<file path="config.mk">
export PLATFORM = sky130hd
export DESIGN_NAME = lock_victim_sel
export DESIGN_NICKNAME = d
export VERILOG_FILES = /design/src/rtl/lock_victim_pkg.sv /design/src/rtl/lvs_rr_pick.sv /design/src/rtl/lvs_lock_guard.sv /design/src/rtl/lvs_ptr_table.sv /design/src/rtl/lock_victim_sel.sv
export SDC_FILE = /design/constraint.sdc
export NUM_CORES = 1
export LEC_CHECK = 0
export ABC_CLOCK_PERIOD_IN_PS = 10300
export BUFFER_PORTS_ARGS = -buffer_cell sky130_fd_sc_hd__buf_2
export CAP_MARGIN = 40
export CELL_PAD_IN_SITES_DETAIL_PLACEMENT = 1
export CELL_PAD_IN_SITES_GLOBAL_PLACEMENT = 1
export CORE_ASPECT_RATIO = 2
export CORE_MARGIN = 10
export CORE_UTILIZATION = 54
export DETAILED_ROUTE_END_ITERATION = 8
export PLACE_DENSITY = 0.84
export SLEW_MARGIN = 15
export SYNTH_ARGS = -nofsm -noshare
export SYNTH_HDL_FRONTEND = slang
export SYNTH_SLANG_ARGS = --single-unit
</file>
<file path="constraint.sdc">
create_clock -name clk -period 10.3 [get_ports clk]
set_input_delay 0 -clock clk [delete_from_list [all_inputs] [get_ports clk]]
set_output_delay 0 -clock clk [all_outputs]
set_load 0.02 [all_outputs]
</file>
<file path="src/rtl/lock_victim_pkg.sv">
// Package: shared types for the lock-aware victim selector.
// Assumes nothing beyond IEEE 1800-2017.
package lock_victim_pkg;

    // Kind of action taken for one request
    typedef enum logic [1:0] {
        ACT_NONE   = 2'd0,
        ACT_FILL   = 2'd1,
        ACT_FORCE  = 2'd2,
        ACT_LOCK   = 2'd3
    } act_e;

    // Bit positions inside the write-1-to-clear error vector
    localparam int ERR_LOCK_BIT = 0;
    localparam int ERR_MISS_BIT = 1;

endpackage

</file>
<file path="src/rtl/lvs_rr_pick.sv">
// Module: lvs_rr_pick
// Combinational rotating-priority picker. Returns the first set bit of
// avail at or after ptr, wrapping around. Assumes N is a power of two.
module lvs_rr_pick #(
    parameter int N     = 8,
    localparam int WAY_W = $clog2(N)
) (
    input  logic [N-1:0]     avail,
    input  logic [WAY_W-1:0] ptr,
    output logic             found,
    output logic [WAY_W-1:0] pick
);
    // Scan from the far end so the nearest candidate after ptr wins
    always_comb begin
        logic [WAY_W-1:0] idx;
        found = |avail;
        pick  = '0;
        for (int i = N - 1; i >= 0; i--) begin
            idx = ptr + WAY_W'(i);
            if (avail[idx]) pick = idx;
        end
    end
endmodule

</file>
<file path="src/rtl/lvs_lock_guard.sv">
// Module: lvs_lock_guard
// Decides whether a lock on the target way may be granted: at least one
// other way must remain allowed and unlocked. Assumes avail is already
// the effective mask with locked ways removed.
module lvs_lock_guard #(
    parameter int N     = 8,
    localparam int WAY_W = $clog2(N)
) (
    input  logic [N-1:0]     avail,
    input  logic [WAY_W-1:0] target,
    output logic             grant
);
    logic [N-1:0] target_oh;

    // Leave the target out and see whether anything is left
    always_comb begin
        target_oh = {{(N-1){1'b0}}, 1'b1} << target;
        grant     = |(avail & ~target_oh);
    end
endmodule

</file>
<file path="src/rtl/lvs_ptr_table.sv">
// Module: lvs_ptr_table
// One rotating pointer per cache index, with an asynchronous read and a
// synchronous write. Pointers reset to way 0 under synchronous active-low
// reset.
module lvs_ptr_table #(
    parameter int N     = 8,
    parameter int SETS  = 64,
    localparam int WAY_W = $clog2(N),
    localparam int IDX_W = $clog2(SETS)
) (
    input  logic             clk,
    input  logic             rst_n,
    input  logic [IDX_W-1:0] rd_index,
    output logic [WAY_W-1:0] rd_ptr,
    input  logic             wr_en,
    input  logic [IDX_W-1:0] wr_index,
    input  logic [WAY_W-1:0] wr_ptr
);
    logic [WAY_W-1:0] ptr_q [SETS];

    // Read the pointer of the requested index
    assign rd_ptr = ptr_q[rd_index];

    // Reset all pointers or advance the one written
    always_ff @(posedge clk) begin
        if (!rst_n) begin
            for (int s = 0; s < SETS; s++) ptr_q[s] <= '0;
        end else if (wr_en) begin
            ptr_q[wr_index] <= wr_ptr;
        end
    end
endmodule

</file>
<file path="src/rtl/lock_victim_sel.sv">
// Module: lock_victim_sel (top)
// Chooses a victim way for misses and decides on lock requests. It
// respects locked ways and the requester's allowed-way mask, keeps one
// allowed way unlocked per index, and keeps two sticky error flags with
// interrupt enables. Assumes way_locked belongs to req_index in the same
// cycle and that NUM_WAYS and NUM_SETS are powers of two (NUM_SETS >= 2).
module lock_victim_sel #(
    parameter int NUM_WAYS = 8,
    parameter int NUM_SETS = 64,
    localparam int WAY_W = $clog2(NUM_WAYS),
    localparam int IDX_W = $clog2(NUM_SETS)
) (
    input  logic                clk,
    input  logic                rst_n,
    input  logic                req_valid,
    input  logic                req_is_lock,
    input  logic [IDX_W-1:0]    req_index,
    input  logic [WAY_W-1:0]    req_way,
    input  logic [NUM_WAYS-1:0] allow_mask,
    input  logic [NUM_WAYS-1:0] way_locked,
    input  logic [1:0]          clr_err,
    input  logic                lock_irq_en,
    input  logic                miss_irq_en,
    output logic                rsp_valid,
    output logic [WAY_W-1:0]    rsp_way,
    output logic                rsp_set_lock,
    output logic                rsp_clr_lock,
    output logic                lock_err,
    output logic                miss_err,
    output logic                irq
);
    import lock_victim_pkg::*;

    logic [NUM_WAYS-1:0] eff_mask;
    logic [NUM_WAYS-1:0] avail;
    logic [WAY_W-1:0]    cur_ptr;
    logic [WAY_W-1:0]    rr_way;
    logic                rr_found;
    logic                lock_ok;
    logic [WAY_W-1:0]    low_way;
    act_e                act;
    logic [WAY_W-1:0]    nxt_way;
    logic                ptr_wr;

    // Zero mask means every way; drop locked ways to get the candidates
    always_comb begin
        eff_mask = (allow_mask == '0) ? '1 : allow_mask;
        avail    = eff_mask & ~way_locked;
    end

    // Lowest-numbered allowed way, used when every allowed way is locked
    always_comb begin
        low_way = '0;
        for (int i = NUM_WAYS - 1; i >= 0; i--) begin
            if (eff_mask[i]) low_way = WAY_W'(i);
        end
    end

    lvs_ptr_table #(.N(NUM_WAYS), .SETS(NUM_SETS)) u_ptr (
        .clk      (clk),
        .rst_n    (rst_n),
        .rd_index (req_index),
        .rd_ptr   (cur_ptr),
        .wr_en    (ptr_wr),
        .wr_index (req_index),
        .wr_ptr   (WAY_W'(rr_way + 1'b1))
    );

    lvs_rr_pick #(.N(NUM_WAYS)) u_pick (
        .avail (avail),
        .ptr   (cur_ptr),
        .found (rr_found),
        .pick  (rr_way)
    );

    lvs_lock_guard #(.N(NUM_WAYS)) u_guard (
        .avail  (avail),
        .target (req_way),
        .grant  (lock_ok)
    );

    // Classify the request and choose the way to report
    always_comb begin
        act     = ACT_NONE;
        nxt_way = '0;
        if (req_valid && req_is_lock) begin
            act     = ACT_LOCK;
            nxt_way = req_way;
        end else if (req_valid && rr_found) begin
            act     = ACT_FILL;
            nxt_way = rr_way;
        end else if (req_valid) begin
            act     = ACT_FORCE;
            nxt_way = low_way;
        end
        ptr_wr = (act == ACT_FILL);
    end

    // Register the response one cycle after the request
    always_ff @(posedge clk) begin
        if (!rst_n) begin
            rsp_valid    <= 1'b0;
            rsp_way      <= '0;
            rsp_set_lock <= 1'b0;
            rsp_clr_lock <= 1'b0;
        end else begin
            rsp_valid    <= (act != ACT_NONE);
            rsp_way      <= nxt_way;
            rsp_set_lock <= (act == ACT_LOCK) && lock_ok;
            rsp_clr_lock <= (act == ACT_FORCE);
        end
    end

    // Sticky error flags: a new event beats a write-1-to-clear
    always_ff @(posedge clk) begin
        if (!rst_n) begin
            lock_err <= 1'b0;
            miss_err <= 1'b0;
        end else begin
            lock_err <= ((act == ACT_LOCK) && !lock_ok)
                        || (lock_err && !clr_err[ERR_LOCK_BIT]);
            miss_err <= (act == ACT_FORCE)
                        || (miss_err && !clr_err[ERR_MISS_BIT]);
        end
    end

    // Interrupt from the enabled flags
    assign irq = (lock_err && lock_irq_en) || (miss_err && miss_irq_en);

endmodule

</file>
==> results of run 1 <==
==> power by group through the flow <==
stage                     clock (µW)  combinational (µW)  sequential [µW]
after floorplan                    0                 549              943
after global placement             0                 664              945
after detailed placement           0                 739              947
after CTS                        691                 748              928
after global routing             722                 797              931
final                            686                 754              929
==> per-layer routing <==
layer	up-vias	GRT usage, %
met5	-	0
met4	0	21.0
met3	152	4.69
met2	319	50.5
met1	4510	27.0
li1	3949	-
==> kinds of logic after synthesis <==
kind of cell | synth area share (%)
compound gates | 10.8
flops | 52.5
buf+inv | 5.49
mux | 8.76
xor+xnor | 0.566
simple gates | 21.6
fa+ha+maj | 0.222
==> worst max-delay path: cells and delay by family <==
family                   cells  cell delay, ns
AO/OA/AOI/OAI                8            2.19
adder cells (fa/ha/maj)      1            0.39
buffers and inverters        5            2.66
multiplexers                 1            0.29
AND/OR/NAND/NOR              5            1.70
==> registers in the layout, indices dropped and copies added, names as in the netlist <==
signal / flops
lock_err: 1
miss_err: 1
rsp_clr_lock: 1
rsp_set_lock: 1
rsp_valid: 1
rsp_way: 3
u_ptr.ptr_q: 192
==> Yosys cell counts, types with 19 or more instances <==
| cell | count | area (µm²) |
|---|---|---|
| sky130_fd_sc_hd__a21oi_1 | 38 | 190 |
| sky130_fd_sc_hd__buf_6 | 20 | 225 |
| sky130_fd_sc_hd__clkbuf_1 | 45 | 169 |
| sky130_fd_sc_hd__edfxtp_1 | 192 | 5770 |
| sky130_fd_sc_hd__inv_1 | 20 | 75.1 |
| sky130_fd_sc_hd__mux2i_1 | 47 | 470 |
| sky130_fd_sc_hd__nand2_1 | 127 | 477 |
| sky130_fd_sc_hd__nand2b_1 | 19 | 119 |
| sky130_fd_sc_hd__nand3_1 | 21 | 105 |
| sky130_fd_sc_hd__nor2_1 | 146 | 548 |
| sky130_fd_sc_hd__nor3_1 | 64 | 320 |
| sky130_fd_sc_hd__nor3_2 | 20 | 200 |
| sky130_fd_sc_hd__nor4_1 | 19 | 119 |
| sky130_fd_sc_hd__o21ai_0 | 38 | 190 |
==> through the flow <==
step	cells	total power (µW)	util, %
floorplan	1059	1490	-
global route	1344	2450	59.9
detailed placement	1299	1690	56.4
global placement	1292	1610	55.9
finish	1344	2370	59.9
CTS	1343	2370	59.9
==> worst min-delay path by stage <==
stage,end,slack (ns),depth (start not counted)
final,u_ptr.ptr_q[56][2],0.15,3
after global routing,u_ptr.ptr_q[56][2],0.20,3
after CTS,u_ptr.ptr_q[56][2],0.13,3
after detailed placement,miss_err,0.19,2
after global placement,miss_err,0.19,2
after floorplan,miss_err,0.09,1
==> final cells by class <==
cell class / instances / area [µm²]
repair buffers: 77 / 553
clock buffers: 21 / 514
well taps: 266 / 333
flip-flops and latches: 200 / 5930
multi-input cells: 746 / 4760
inverters: 23 / 88.8
clock inverters: 11 / 90.1
fillers: 2218 / 8200
==> placed cells by master, fill, tap and decap left out, types with 12 or more instances in the layout <==
cell type,count
sky130_fd_sc_hd__o21ai_0,38
sky130_fd_sc_hd__edfxtp_1,192
sky130_fd_sc_hd__buf_4,20
sky130_fd_sc_hd__clkbuf_16,20
sky130_fd_sc_hd__mux4_2,18
sky130_fd_sc_hd__dlygate4sd3_1,12
sky130_fd_sc_hd__nand3_1,21
sky130_fd_sc_hd__inv_1,20
sky130_fd_sc_hd__nor3_1,64
sky130_fd_sc_hd__nor4_1,16
sky130_fd_sc_hd__nor3_2,20
sky130_fd_sc_hd__mux2i_1,47
sky130_fd_sc_hd__buf_2,40
sky130_fd_sc_hd__nand2_1,127
sky130_fd_sc_hd__nand2b_1,19
sky130_fd_sc_hd__o22ai_1,14
sky130_fd_sc_hd__nor2_1,146
sky130_fd_sc_hd__a21oi_1,38
==> what timing repair did <==
action                    4_1_cts  5_1_grt
hold buffers                   12        0
gates resized for setup         0        0
hold endpoints to repair        8        0
==> results summary, run 1 <==
The maximum resistive drop on vdd is 0.211 mV. The combined global-route utilization of all metal layers is 27.8%. For this run, the number of Yosys warnings is 0.

Signal routing reaches up to met4. The core footprint is 0.0205 mm². The run finished with clean final reports. The fraction of layout cells with a size suffix above 1 is 15.5%.

Walking the worst path, the cells encountered are buf_4 -> buf_4 -> nand2b_1 -> o22ai_1 -> o41ai_1 -> o211ai_2 -> nor3_4 -> ha_1 -> inv_1 -> mux2i_1 -> nand4_1 -> nand4bb_1 -> a22oi_1 -> a41oi_1 -> o211ai_1 -> nor3_4 -> buf_4 -> a21oi_1 -> a21oi_1 -> dlygate4sd3_1. Across the run, the number of max-cap violations was 0. The depth of the most critical reg-to-reg path came out at 18.

The critical path in this run is classified as in -> reg. The total cell area at the placement stage is 0.0115 mm². For this run the aggregate overflow at the end of global routing stands at 0. In the post-route analysis, the smallest setup slack over all paths is 3.38 ns. Entering global routing, the biggest net connects 73 pins. The deepest clock path buffer count is 2.

The count of flip-flops with a built-in enable after synthesis came out at 192. The H-tree level count is 4. The slew at the pin with the worst max-slew slack came out at 0.891 ns. The internal power came out at 1490 µW. The post-synthesis sequential element count came out at 200. The sum of negative setup slack is 0 ns. The number of DRC markers after the initial detailed-route iteration came out at 780.

The worst slew slack as a fraction of its limit came out at 40.6%. Sequential cells were found to cover 52.5% of the synthesized design area. The count of buffers from port buffering is 41. The routed wire length is 37.4 mm. The met2 layer wire length in the routed design is 20.6 mm. TritonCTS created 17 clock buffers.

The met3 wire length is 1.58 mm. Synthesis produced a netlist with a net count of 1,094. The data arrival time of the critical path is 7.32 ns. In the synthesized netlist, the number of instances is 1,059. Summed over all nets, the switching power comes to 876 µW. TritonCTS built the clock tree.

The root buffer cell chosen for the clock tree is sky130_fd_sc_hd__clkbuf_16. The detail route stage leaves a number of antenna-violating nets equal to 0. For this design, the slowest cell found on the critical path is sky130_fd_sc_hd__buf_4. The maximum operating frequency came out at 0.145 GHz. The number of setup violations in the final report is 0. Pin placement for this block handled 42 I/O pins.

The final hold violation count is 0. The number of sinks handled by clock tree synthesis came out at 200. The clock transition at the registers of the reported paths came out at 0.07 ns. The switching power as a share of total power came out at 37.0%. Summed over all cells, the static leakage comes to 0.00437 µW. The number of nets in the finished design is 1,100. The total power divided by cell area came out at 193 mW/mm².

The share of the clock period used by the worst path came out at 67.2%. The number of vias per cell is 6.64. The initial antenna violation count came out at 0. The global-route wire length before repair is 56.8 mm. The post-CTS setup buffer count came out at 0.

The critical path starts at req_index[1]. The average size of a mapped cell came out at 10.7 µm². Combinational logic burns 31.8% of the power. The final design instance area without fill is 0.0123 mm². In this design, the stage delay of the slowest critical-path cell is 0.75 ns. The mapped cell area is 0.0113 mm². The clock period minus final worst setup slack is 6.92 ns. The worst hold slack after final layout came out at 0.152 ns. For this run, the leading register cell type out of synthesis is sky130_fd_sc_hd__edfxtp_1. By instance count, the cell type seen most on the critical path is sky130_fd_sc_hd__buf_4. After detailed routing, the number of remaining DRC violations is 0. The area overhead of the layout relative to synthesis is 8.75%.

The overall die height is 224 µm. Data on the critical path is required at its endpoint by 10.70 ns. Setup repair after global routing left no endpoint under its margin. The full die area came out at 0.0274 mm². The post-place setup slack is 3.26 ns.

The clock skew after layout is 0.0163 ns. The fraction of registers with async set/reset came out at 0%. In this run the critical register-to-register path is launched from u_ptr.ptr_q[39][1]. The worst hold path begins at req_index[3]. Summing over every cut layer, the via total after detailed routing is 8,930. The count of final max-slew check failures came out at 0. The relative contribution of sequential cells to total power came out at 39.2%. Once detailed placement completed, the half-perimeter wirelength came to 26.2 mm. The critical path endpoint is rsp_way[0].

The worst setup path is captured at a register. The first-pass iteration count of the detailed router came out at 5. The routed length per placed instance is 27.9 µm. The element type at the critical path start is an input port.

The worst-skew pair later-pin latency came out at 0.46 ns. The largest driver fanout on the critical path is 65. Once the floorplan was initialized, standard cells occupied 55.1% of the core. The width of the die is 122 µm. The length of routed wiring on met1 is 12.3 mm. The number of global-route vias before repair was 9,524. The initialized floorplan defines 74 standard-cell rows. The number of library cell types mapped by synthesis is 82.

The worst min-delay path category is in -> reg. The global placement routability congestion came out at 0.996. The share of total power dissipated in the clock network is 29.0%. The number of diodes added for antenna fixing is 0. The endpoint identified for the worst register-to-register timing path is rsp_way[0].

The setup check on the worst reg-to-reg path leaves a slack of 3.65 ns.
Note: power is estimated with default switching activity, not from simulation.
==> run 2, diff against run 1 <==
--- a/config.mk
+++ b/config.mk
@@ -5,16 +5,17 @@
 export SDC_FILE = /design/constraint.sdc
 export NUM_CORES = 1
 export LEC_CHECK = 0
-export ABC_CLOCK_PERIOD_IN_PS = 10300
+export ABC_AREA = 1
+export ABC_CLOCK_PERIOD_IN_PS = 6550
 export BUFFER_PORTS_ARGS = -buffer_cell sky130_fd_sc_hd__buf_2
 export CAP_MARGIN = 40
 export CELL_PAD_IN_SITES_DETAIL_PLACEMENT = 1
 export CELL_PAD_IN_SITES_GLOBAL_PLACEMENT = 1
 export CORE_ASPECT_RATIO = 2
 export CORE_MARGIN = 10
-export CORE_UTILIZATION = 54
+export CORE_UTILIZATION = 47
 export DETAILED_ROUTE_END_ITERATION = 8
-export PLACE_DENSITY = 0.84
+export PLACE_DENSITY = 0.78
 export SLEW_MARGIN = 15
 export SYNTH_ARGS = -nofsm -noshare
 export SYNTH_HDL_FRONTEND = slang
==> constraint.sdc (replaced) <==
create_clock -name clk -period 6.55 [get_ports clk]
set_input_delay 0 -clock clk [delete_from_list [all_inputs] [get_ports clk]]
set_output_delay 0 -clock clk [all_outputs]
set_load 0.02 [all_outputs]
==> run 2 against run 1 <==
Critical path depth increased by 4. Wire length decreased by 9.1%. Sequential share of layout area increased by 0.10 points. Worst hold slack got worse by 0.13 ns. Largest cell class unchanged. Power increased by 49%. Count of clock-buffer cells in the layout decreased by 4.
==> results summary, run 2 <==
The start of the worst register-to-register path is u_ptr.ptr_q[9][0]. TritonCTS built the clock tree. The number of sinks handled by clock tree synthesis came out at 200. The count of buffers from port buffering came out at 41. The startpoint identified for the worst hold timing path is req_is_lock. The number of cells on the worst hold path came out at 4. The average size of a mapped cell came out at 7.95 µm².

The maximum resistive drop on vdd is 0.591 mV. The sum of negative setup slack came out at 0 ns. The count of final max-slew check failures is 0. CTS placed an instance of sky130_fd_sc_hd__clkbuf_16 at the clock tree root. In this run the critical register-to-register path is captured at u_ptr.ptr_q[21][2]. The largest net degree at the start of global routing came out at 72. The worst-skew pair later-pin latency is 0.46 ns.

The number of nets in the finished design came out at 1,464. The power share of the combinational group came out at 29.3%. After synthesis the cells add up to 0.0112 mm². The number of vias per cell is 5.53.

The number of setup violations in the final report came out at 0. The static leakage power came out at 0.00555 µW. The full die area is 0.0307 mm². The start-to-end type of the worst setup path is in -> reg.

The core footprint is 0.0233 mm². The path class of the tightest hold or removal check is in -> reg. The share of synthesized area occupied by flip-flops and latches is 53.0%. In the post-synthesis netlist, the cell with the most instances is sky130_fd_sc_hd__nand2_1.

The overall die height came out at 238 µm. The setup slack of the most critical reg-to-reg path came out at 1.77 ns. In the synthesized netlist the dominant register cell turns out to be sky130_fd_sc_hd__edfxtp_1. Once detail routing completed, the nets flagged for antenna violations numbered 0. The fraction of registers with async set/reset came out at 0%. The global-route wire length before repair came out at 53.7 mm.

Cells with a size suffix above 1 make up 12.6% of the layout. The worst endpoint required time is 6.72 ns. For this run, the number of Yosys warnings is 0. The clock period minus final worst setup slack is 5.13 ns. Setup repair after global routing left no endpoint under its margin.

The clock network is responsible for 29.4% of the overall power. For this run, design rule violations remaining after detail routing come to 0. The number of I/O pins is 42. The number of antenna diodes in the final layout is 0. The largest registers in the layout are u_ptr.ptr_q x192, rsp_way x3. Routability-driven placement finished with a final weighted congestion of 0.870.

Summed over all layers, the routed wires come to 34.0 mm. The number of gates resized after cts came out at 0. The number of CTS-inserted buffers came out at 17.

The half-perimeter wire length after detailed placement is 24.2 mm. The clock transition at the registers of the reported paths is 0.07 ns. The number of different library cells used by synthesis comes to 41. The combined global-route utilization of all metal layers is 23.0%. The initial antenna violation count came out at 0. Dividing the final minimum period by the clock period gives 78.4%.

The first-pass iteration count of the detailed router is 5. The run finished with clean final reports. At the pin with the least slew margin, the transition time is 0.841 ns.

The number of nets produced by synthesis is 1,441. The number of global-route vias before repair came out at 10,330. The number of DRC markers after the initial detailed-route iteration is 500. The total power divided by cell area is 289 mW/mm². The fraction of the core area covered by cells at the end of the flow is 52.5%. Measured against its own limit, the worst slew margin works out to 43.5%.

The relative contribution of sequential cells to total power came out at 41.3%. The kind of end point of the critical path is a register. In this run the horizontal extent of the chip is 129 µm. The worst min-delay path endpoint is rsp_clr_lock. In the synthesized netlist, the cells that appear most often are sky130_fd_sc_hd__nand2_1 (622), sky130_fd_sc_hd__edfxtp_1 (192), sky130_fd_sc_hd__nor2_1 (180). The clock passes through at most 2 buffers.

The residual overflow from global routing is 0. The fill cell instance count of the final layout came out at 2,879. The internal power came out at 2220 µW. Static timing analysis puts the maximum clock frequency at 0.195 GHz. The detailed router placed 9,534 vias in this run. In this run, synthesis inferred 192 flip-flops with an integrated enable.

The initial utilization of the core area, before any placement, comes to 47.9%. The H-tree level count is 4. The register with the most flip-flops in the layout has 192 of them. The routed length per placed instance is 19.7 µm. The data arrival time of the critical path is 5.31 ns.

The post-synthesis sequential element count is 200. The number of standard cells after synthesis is 1,406. The worst setup path is launched from an input port. The clock skew after layout came out at 0.0117 ns. Ranked by total cell area, the synthesized netlist is headed by sky130_fd_sc_hd__edfxtp_1 (52%), sky130_fd_sc_hd__nand2_1 (21%), sky130_fd_sc_hd__nor2_1 (6.0%). The library cell used most frequently in the layout, excluding fill and tap cells, is sky130_fd_sc_hd__nand2_1.

The largest driver fanout on the critical path came out at 71. Net switching is 37.2% of the power. The share of Yosys cell area claimed by the top area cell type is 51.6%.

For the worst flop-to-flop path, the logic depth is 22. sky130_fd_sc_hd__edfxtp_1 takes more of the synthesized area than any other cell. The most flop-heavy register is u_ptr.ptr_q. The final hold violation count came out at 0. The net switching power is 1310 µW. The tool flagged a number of max-cap violations equal to 0. Leaving out fill and tap cells, the most frequent cells in the layout are sky130_fd_sc_hd__nand2_1 (622), sky130_fd_sc_hd__edfxtp_1 (192), sky130_fd_sc_hd__nor2_1 (180).

The area overhead of the layout relative to synthesis came out at 9.55%. The number of rows in the core area came out at 79.
[run 2: cell count changes in the layout (fill, tap and decap cells not counted), sizes merged, moves of 11 or more]
| cell | previous run | this run |
|---|---|---|
| o22ai | 14 | 2 |
| nor4 | 20 | 9 |
| nand2 | 127 | 630 |
| nor2 | 146 | 232 |
| a21oi | 38 | 10 |
| nand2b | 19 | 0 |
| inv | 32 | 100 |
| nand3 | 21 | 106 |
| o21ai | 40 | 16 |
| o211ai | 12 | 1 |
| and2 | 11 | 0 |
| mux4 | 18 | 0 |
| mux2i | 47 | 0 |
| nor3 | 87 | 11 |
[run 2: how the worst max path moves through the flow]
stage	endpoint	slack, ns	from	depth (start not counted)
after floorplan	u_ptr.ptr_q[10][2]	3.30	u_ptr.ptr_q[34][0]	28
after global placement	u_ptr.ptr_q[39][1]	1.17	req_index[0]	27
after detailed placement	u_ptr.ptr_q[21][2]	1.0	req_index[0]	24
after CTS	u_ptr.ptr_q[21][2]	1.45	req_index[0]	24
after global routing	u_ptr.ptr_q[52][2]	0.93	req_index[0]	24
final	u_ptr.ptr_q[21][2]	1.42	req_index[0]	24
[run 2: area by class of cell]
type | instances | area [µm²] | area share, %
Clock buffer | 17 | 425 | 3.48
Clock inverter | 15 | 150 | 1.23
Inverter | 97 | 364 | 2.97
Multi-Input combinational cell | 1035 | 4480 | 36.6
Sequential cell | 200 | 5930 | 48.4
Tap cell | 283 | 354 | 2.89
Timing Repair Buffer | 78 | 542 | 4.43
[run 2: power by group through the flow]
stage,Clock [µW],Combinational (µW),Sequential [µW]
after CTS,1040,1040,1460
after detailed placement,0,1030,1490
after global routing,1090,1130,1460
after global placement,0,1020,1480
final,1040,1040,1460
after floorplan,0,816,1490
[run 2: routing by layer]
metal / global-route usage, % / vias up / wire length [µm]
li1: - / 4509 / -
met1: 21.9 / 4731 / 11600
met2: 45.3 / 213 / 19800
met3: 3.64 / 81 / 1140
met4: 11.8 / 0 / 1460
met5: 0 / - / 0
[run 2: critical path, stage by stage]
cell,delay (ns)
sky130_fd_sc_hd__buf_4,0.56
sky130_fd_sc_hd__inv_2,0.49
sky130_fd_sc_hd__buf_4,0.38
sky130_fd_sc_hd__or2_0,0.23
sky130_fd_sc_hd__nand2_1,0.06
sky130_fd_sc_hd__nand2_1,0.05
sky130_fd_sc_hd__o21ai_1,0.20
sky130_fd_sc_hd__nand2_1,0.13
sky130_fd_sc_hd__nor2_2,0.38
sky130_fd_sc_hd__nand2_2,0.27
sky130_fd_sc_hd__inv_1,0.12
sky130_fd_sc_hd__ha_1,0.33
sky130_fd_sc_hd__inv_1,0.19
sky130_fd_sc_hd__nand3_1,0.16
sky130_fd_sc_hd__nand3_1,0.13
sky130_fd_sc_hd__nand2_1,0.12
sky130_fd_sc_hd__nor2_1,0.11
sky130_fd_sc_hd__nand2_1,0.06
sky130_fd_sc_hd__nand2_1,0.07
sky130_fd_sc_hd__nand2_1,0.07
sky130_fd_sc_hd__a21oi_2,0.29
sky130_fd_sc_hd__nand4_2,0.22
sky130_fd_sc_hd__nand2_8,0.54
sky130_fd_sc_hd__nor2_1,0.10
[run 2: per-stage QoR]
stage	std cells	power, µW	instance area (µm²)	setup WS, ns	hold WS (ns)
detailed placement	1685	2520	11600	0.995	0.207
floorplan	1406	2300	11200	3.30	0.114
finish	1725	3530	12200	1.42	0.0205
global placement	1678	2500	11500	1.17	0.200
global route	1725	3680	12200	0.929	0.0503
CTS	1725	3540	12200	1.45	0.00119
[run 2: cell families after synthesis]
group                    after synthesis  share of synthesized area (%)
AO/OA/AOI/OAI                         38                           1.98
AND/OR/NAND/NOR                      995                           37.2
adder cells (fa/ha/maj)                2                          0.224
buffers and inverters                171                           7.53
flip-flops                           200                           53.0
[run 2: what timing repair did]
action                    4_1_cts  5_1_grt
hold buffers                    8        0
buffers inserted                0        0
hold endpoints to repair        7        0
==> run 3, diff against run 2 <==
--- a/config.mk
+++ b/config.mk
@@ -5,15 +5,15 @@
 export SDC_FILE = /design/constraint.sdc
 export NUM_CORES = 1
 export LEC_CHECK = 0
-export ABC_AREA = 1
-export ABC_CLOCK_PERIOD_IN_PS = 6550
+export ABC_AREA = 0
+export ABC_CLOCK_PERIOD_IN_PS = 5300
 export BUFFER_PORTS_ARGS = -buffer_cell sky130_fd_sc_hd__buf_2
 export CAP_MARGIN = 40
 export CELL_PAD_IN_SITES_DETAIL_PLACEMENT = 1
 export CELL_PAD_IN_SITES_GLOBAL_PLACEMENT = 1
 export CORE_ASPECT_RATIO = 2
 export CORE_MARGIN = 10
-export CORE_UTILIZATION = 47
+export CORE_UTILIZATION = 50
 export DETAILED_ROUTE_END_ITERATION = 8
 export PLACE_DENSITY = 0.78
 export SLEW_MARGIN = 15
==> constraint.sdc (replaced) <==
create_clock -name clk -period 5.3 [get_ports clk]
set_input_delay 0 -clock clk [delete_from_list [all_inputs] [get_ports clk]]
set_output_delay 0 -clock clk [all_outputs]
set_load 0.02 [all_outputs]
==> run 3 against run 2 <==
Count of clock-buffer cells in the layout increased by 5. Non-clock buffer count increased by 80. Clock power rose by 22%. Worst hold slack better by 0.034 ns. Design area grew 6.4%. Sequential power is 23% higher. Sequential share of layout area fell by 2.9 points. Power increased by 43%. Critical path type unchanged. Via count fell by 2.9%.
==> results summary, run 3 (synthesis results as in run 1) <==
The run finished with clean final reports. The clock period minus final worst setup slack came out at 5.11 ns. The worst-skew pair later-pin latency is 0.46 ns. The number of I/O pins came out at 42. The routed length per placed instance is 27.4 µm. The static leakage power came out at 0.00479 µW. In this run the most critical hold path is launched from allow_mask[4].

CTS placed an instance of sky130_fd_sc_hd__clkbuf_16 at the clock tree root. The largest registers in the layout are u_ptr.ptr_q x192, rsp_way x3. The global-route wire length before repair is 58.9 mm.

The width of the die is 126 µm. The combined global-route utilization of all metal layers is 26.5%. Power spread over the standard cell area amounts to 388 mW/mm². The cell family contributing the most delay on the critical path is buffers and inverters. The remaining number of nets flagged by the antenna check after routing came out at 0. Signal routing reaches up to met4. The setup path with the least slack is of type in -> reg.

The worst-case IR drop observed on VDD is 0.319 mV. The deepest clock path buffer count came out at 2. The largest net degree at the start of global routing came out at 72. STA classifies the critical path endpoint as a register. On the critical path, the stage with the largest delay is an instance of sky130_fd_sc_hd__o41ai_1. Timing would allow up to 0.196 GHz. Clock-pin slew was measured on the worst setup and hold paths at 0.07 ns. In this run the cell area measured after placement is 0.0122 mm². The buffers plus inverters on the worst setup path is 7. The worst setup path is launched from an input port. The final hold violation count came out at 0. The full die area came out at 0.0293 mm². Traced cell by cell, the critical path runs through buf_4 -> buf_4 -> mux2i_1 -> o22ai_1 -> o41ai_1 -> buf_4 -> o211ai_2 -> nor3_4 -> ha_1 -> inv_2 -> mux2i_4 -> nand4_1 -> buf_4 -> nand4bb_4 -> a22oi_1 -> a41oi_2 -> o211ai_1 -> nor4_4 -> xnor2_4 -> buf_12 -> buf_12 -> nor3_1. 0 antenna diodes ended up in the layout. Using the TritonRoute via totals, the vias-per-cell ratio works out to 6.45.

After detailed routing, the met2 layer carries 21.7 mm of wire. The final design instance area without fill is 0.0130 mm². The via count is 9,256.

At the pin with the least slew margin, the transition time is 0.896 ns. The share of the clock period used by the worst path is 96.4%. For this design, the sink count on the clock tree is 200. The number of DRC markers after the initial detailed-route iteration is 803. Summed over all layers, the routed wires come to 39.3 mm. In the layout the commonest cells are sky130_fd_sc_hd__edfxtp_1 (192), sky130_fd_sc_hd__nor2_1 (146), sky130_fd_sc_hd__nand2_1 (127). The worst register-to-register path ends at u_ptr.ptr_q[1][2].

The number of setup violations in the final report came out at 0. Summed over all layers, the global routing overflow is 0. The count of buffers from port buffering came out at 41. The number of CTS-inserted buffers is 17. Before antenna repair, the detailed router went through 5 iterations.

The CTS tree is done. The number of max-cap violations came out at 0. The number of cells on the worst hold path came out at 4. The sum of negative setup slack came out at 0 ns. The H-tree level count is 4.

The number of rows in the core area came out at 77. The number of global-route vias before repair is 9,784. The length of routed wiring on met1 came out at 13.0 mm. The floorplan step defined a core boundary enclosing 0.0222 mm². The depth of the most critical reg-to-reg path is 19.

The area overhead of the layout relative to synthesis came out at 15.5%. The startpoint identified for the worst register-to-register timing path is u_ptr.ptr_q[38][1]. In the detailed route, the total length drawn on met3 is 1.80 mm.

The fraction of layout cells with a size suffix above 1 is 21.8%. The global placement routability congestion is 1.02. Data arrives at the worst endpoint at 5.30 ns. The count of final max-slew check failures is 0. For this run, the post-layout net count is 1,181. Ranked by flip-flop count, first place goes to u_ptr.ptr_q. Setup repair after global routing left no endpoint under its margin. The fill cell instance count of the final layout came out at 2,383.

In this run the worst hold path is classified as in -> reg. The worst min-delay path endpoint is rsp_way[1]. The overall die height is 232 µm. Detailed placement ended at an HPWL of 28.2 mm. The library cell used most frequently in the layout, excluding fill and tap cells, is sky130_fd_sc_hd__edfxtp_1. In this run the register-to-register setup slack is 0.19 ns.

The clock skew after layout is 0.0133 ns. The most numerous cell on the critical path is sky130_fd_sc_hd__buf_4. For this configuration, the core starts out at a cell density of 50.9%. The worst endpoint required time came out at 5.49 ns.

On the worst path, the slowest cell contributes a delay of 0.54 ns. The worst slew slack as a fraction of its limit is 39.7%. The largest driver fanout on the critical path is 40. In the routed design, unresolved DRC markers number 0. The number of flip-flops under the largest register name came out at 192. The initial antenna violation count came out at 0.
## run 3: cell count changes in the layout (fill, tap and decap cells not counted), moves of 46 or more
cell | previous run | this run
sky130_fd_sc_hd__mux2i_1 | 0 | 46
sky130_fd_sc_hd__nor2_2 | 49 | 0
sky130_fd_sc_hd__buf_4 | 25 | 89
sky130_fd_sc_hd__nand2_1 | 622 | 127
sky130_fd_sc_hd__nand3_1 | 103 | 21
sky130_fd_sc_hd__inv_1 | 91 | 19
sky130_fd_sc_hd__nor3_1 | 8 | 63
## run 3: how the worst max path moves through the flow
stage	start	end	slack, ns	cells after the start
floorplan	req_index[0]	u_ptr.ptr_q[24][2]	0.002	23
global placement	req_index[2]	u_ptr.ptr_q[61][1]	-0.55	23
detailed placement	req_index[2]	u_ptr.ptr_q[41][1]	-0.68	23
CTS	u_ptr.ptr_q[38][1]	u_ptr.ptr_q[61][2]	0.02	18
global route	u_ptr.ptr_q[62][0]	u_ptr.ptr_q[3][2]	0.02	20
finish	req_index[2]	u_ptr.ptr_q[1][2]	0.19	22
## run 3: where the power goes
part,switching [µW],internal (µW),total [µW]
Sequential,21.0,1780,1800
Clock,610,665,1270
Combinational,1230,740,1970
## run 3: layer usage
layer	track usage, %	vias up
met5	0	-
met4	18.4	0
met3	3.80	131
met2	49.5	359
met1	26.1	4669
li1	-	4097
## run 3: tightest hold or removal path, stage by stage
cell and delay, ns:
sky130_fd_sc_hd__buf_2 0.10, sky130_fd_sc_hd__o31ai_1 0.07, sky130_fd_sc_hd__a21oi_1 0.20, sky130_fd_sc_hd__a21oi_1 0.09
## run 3: cell type report
class / count / area (µm²) / share of cell area, %
timing repair buffer: 158 / 1290 / 9.89
tap: 276 / 345 / 2.65
sequential: 200 / 5930 / 45.5
inverter: 23 / 88.8 / 0.682
clock buffer: 22 / 485 / 3.73
multi-input combinational: 746 / 4810 / 36.9
clock inverter: 10 / 81.3 / 0.624
## run 3: timing repair
item,4_1_cts,5_1_grt
gates cloned,0,4
hold buffers,10,0
resized for setup,6,7
buffers inserted,0,4
hold endpoints to repair,8,0
endpoints found under the setup margin,193,158
pin swaps,1,6
## run 3: stage by stage
step                hold slack, ns  worst slack [ns]  utilization, %  total power, µW  std cells
floorplan                   0.0943           0.00153               -             2900       1059
global placement             0.177            -0.546            54.8             3510       1381
detailed placement           0.189            -0.682            54.9             3530       1385
CTS                         0.0142            0.0195            58.1             4810       1427
global route                0.0701            0.0195            58.8             5200       1435
finish                      0.0548             0.191            58.8             5050       1435
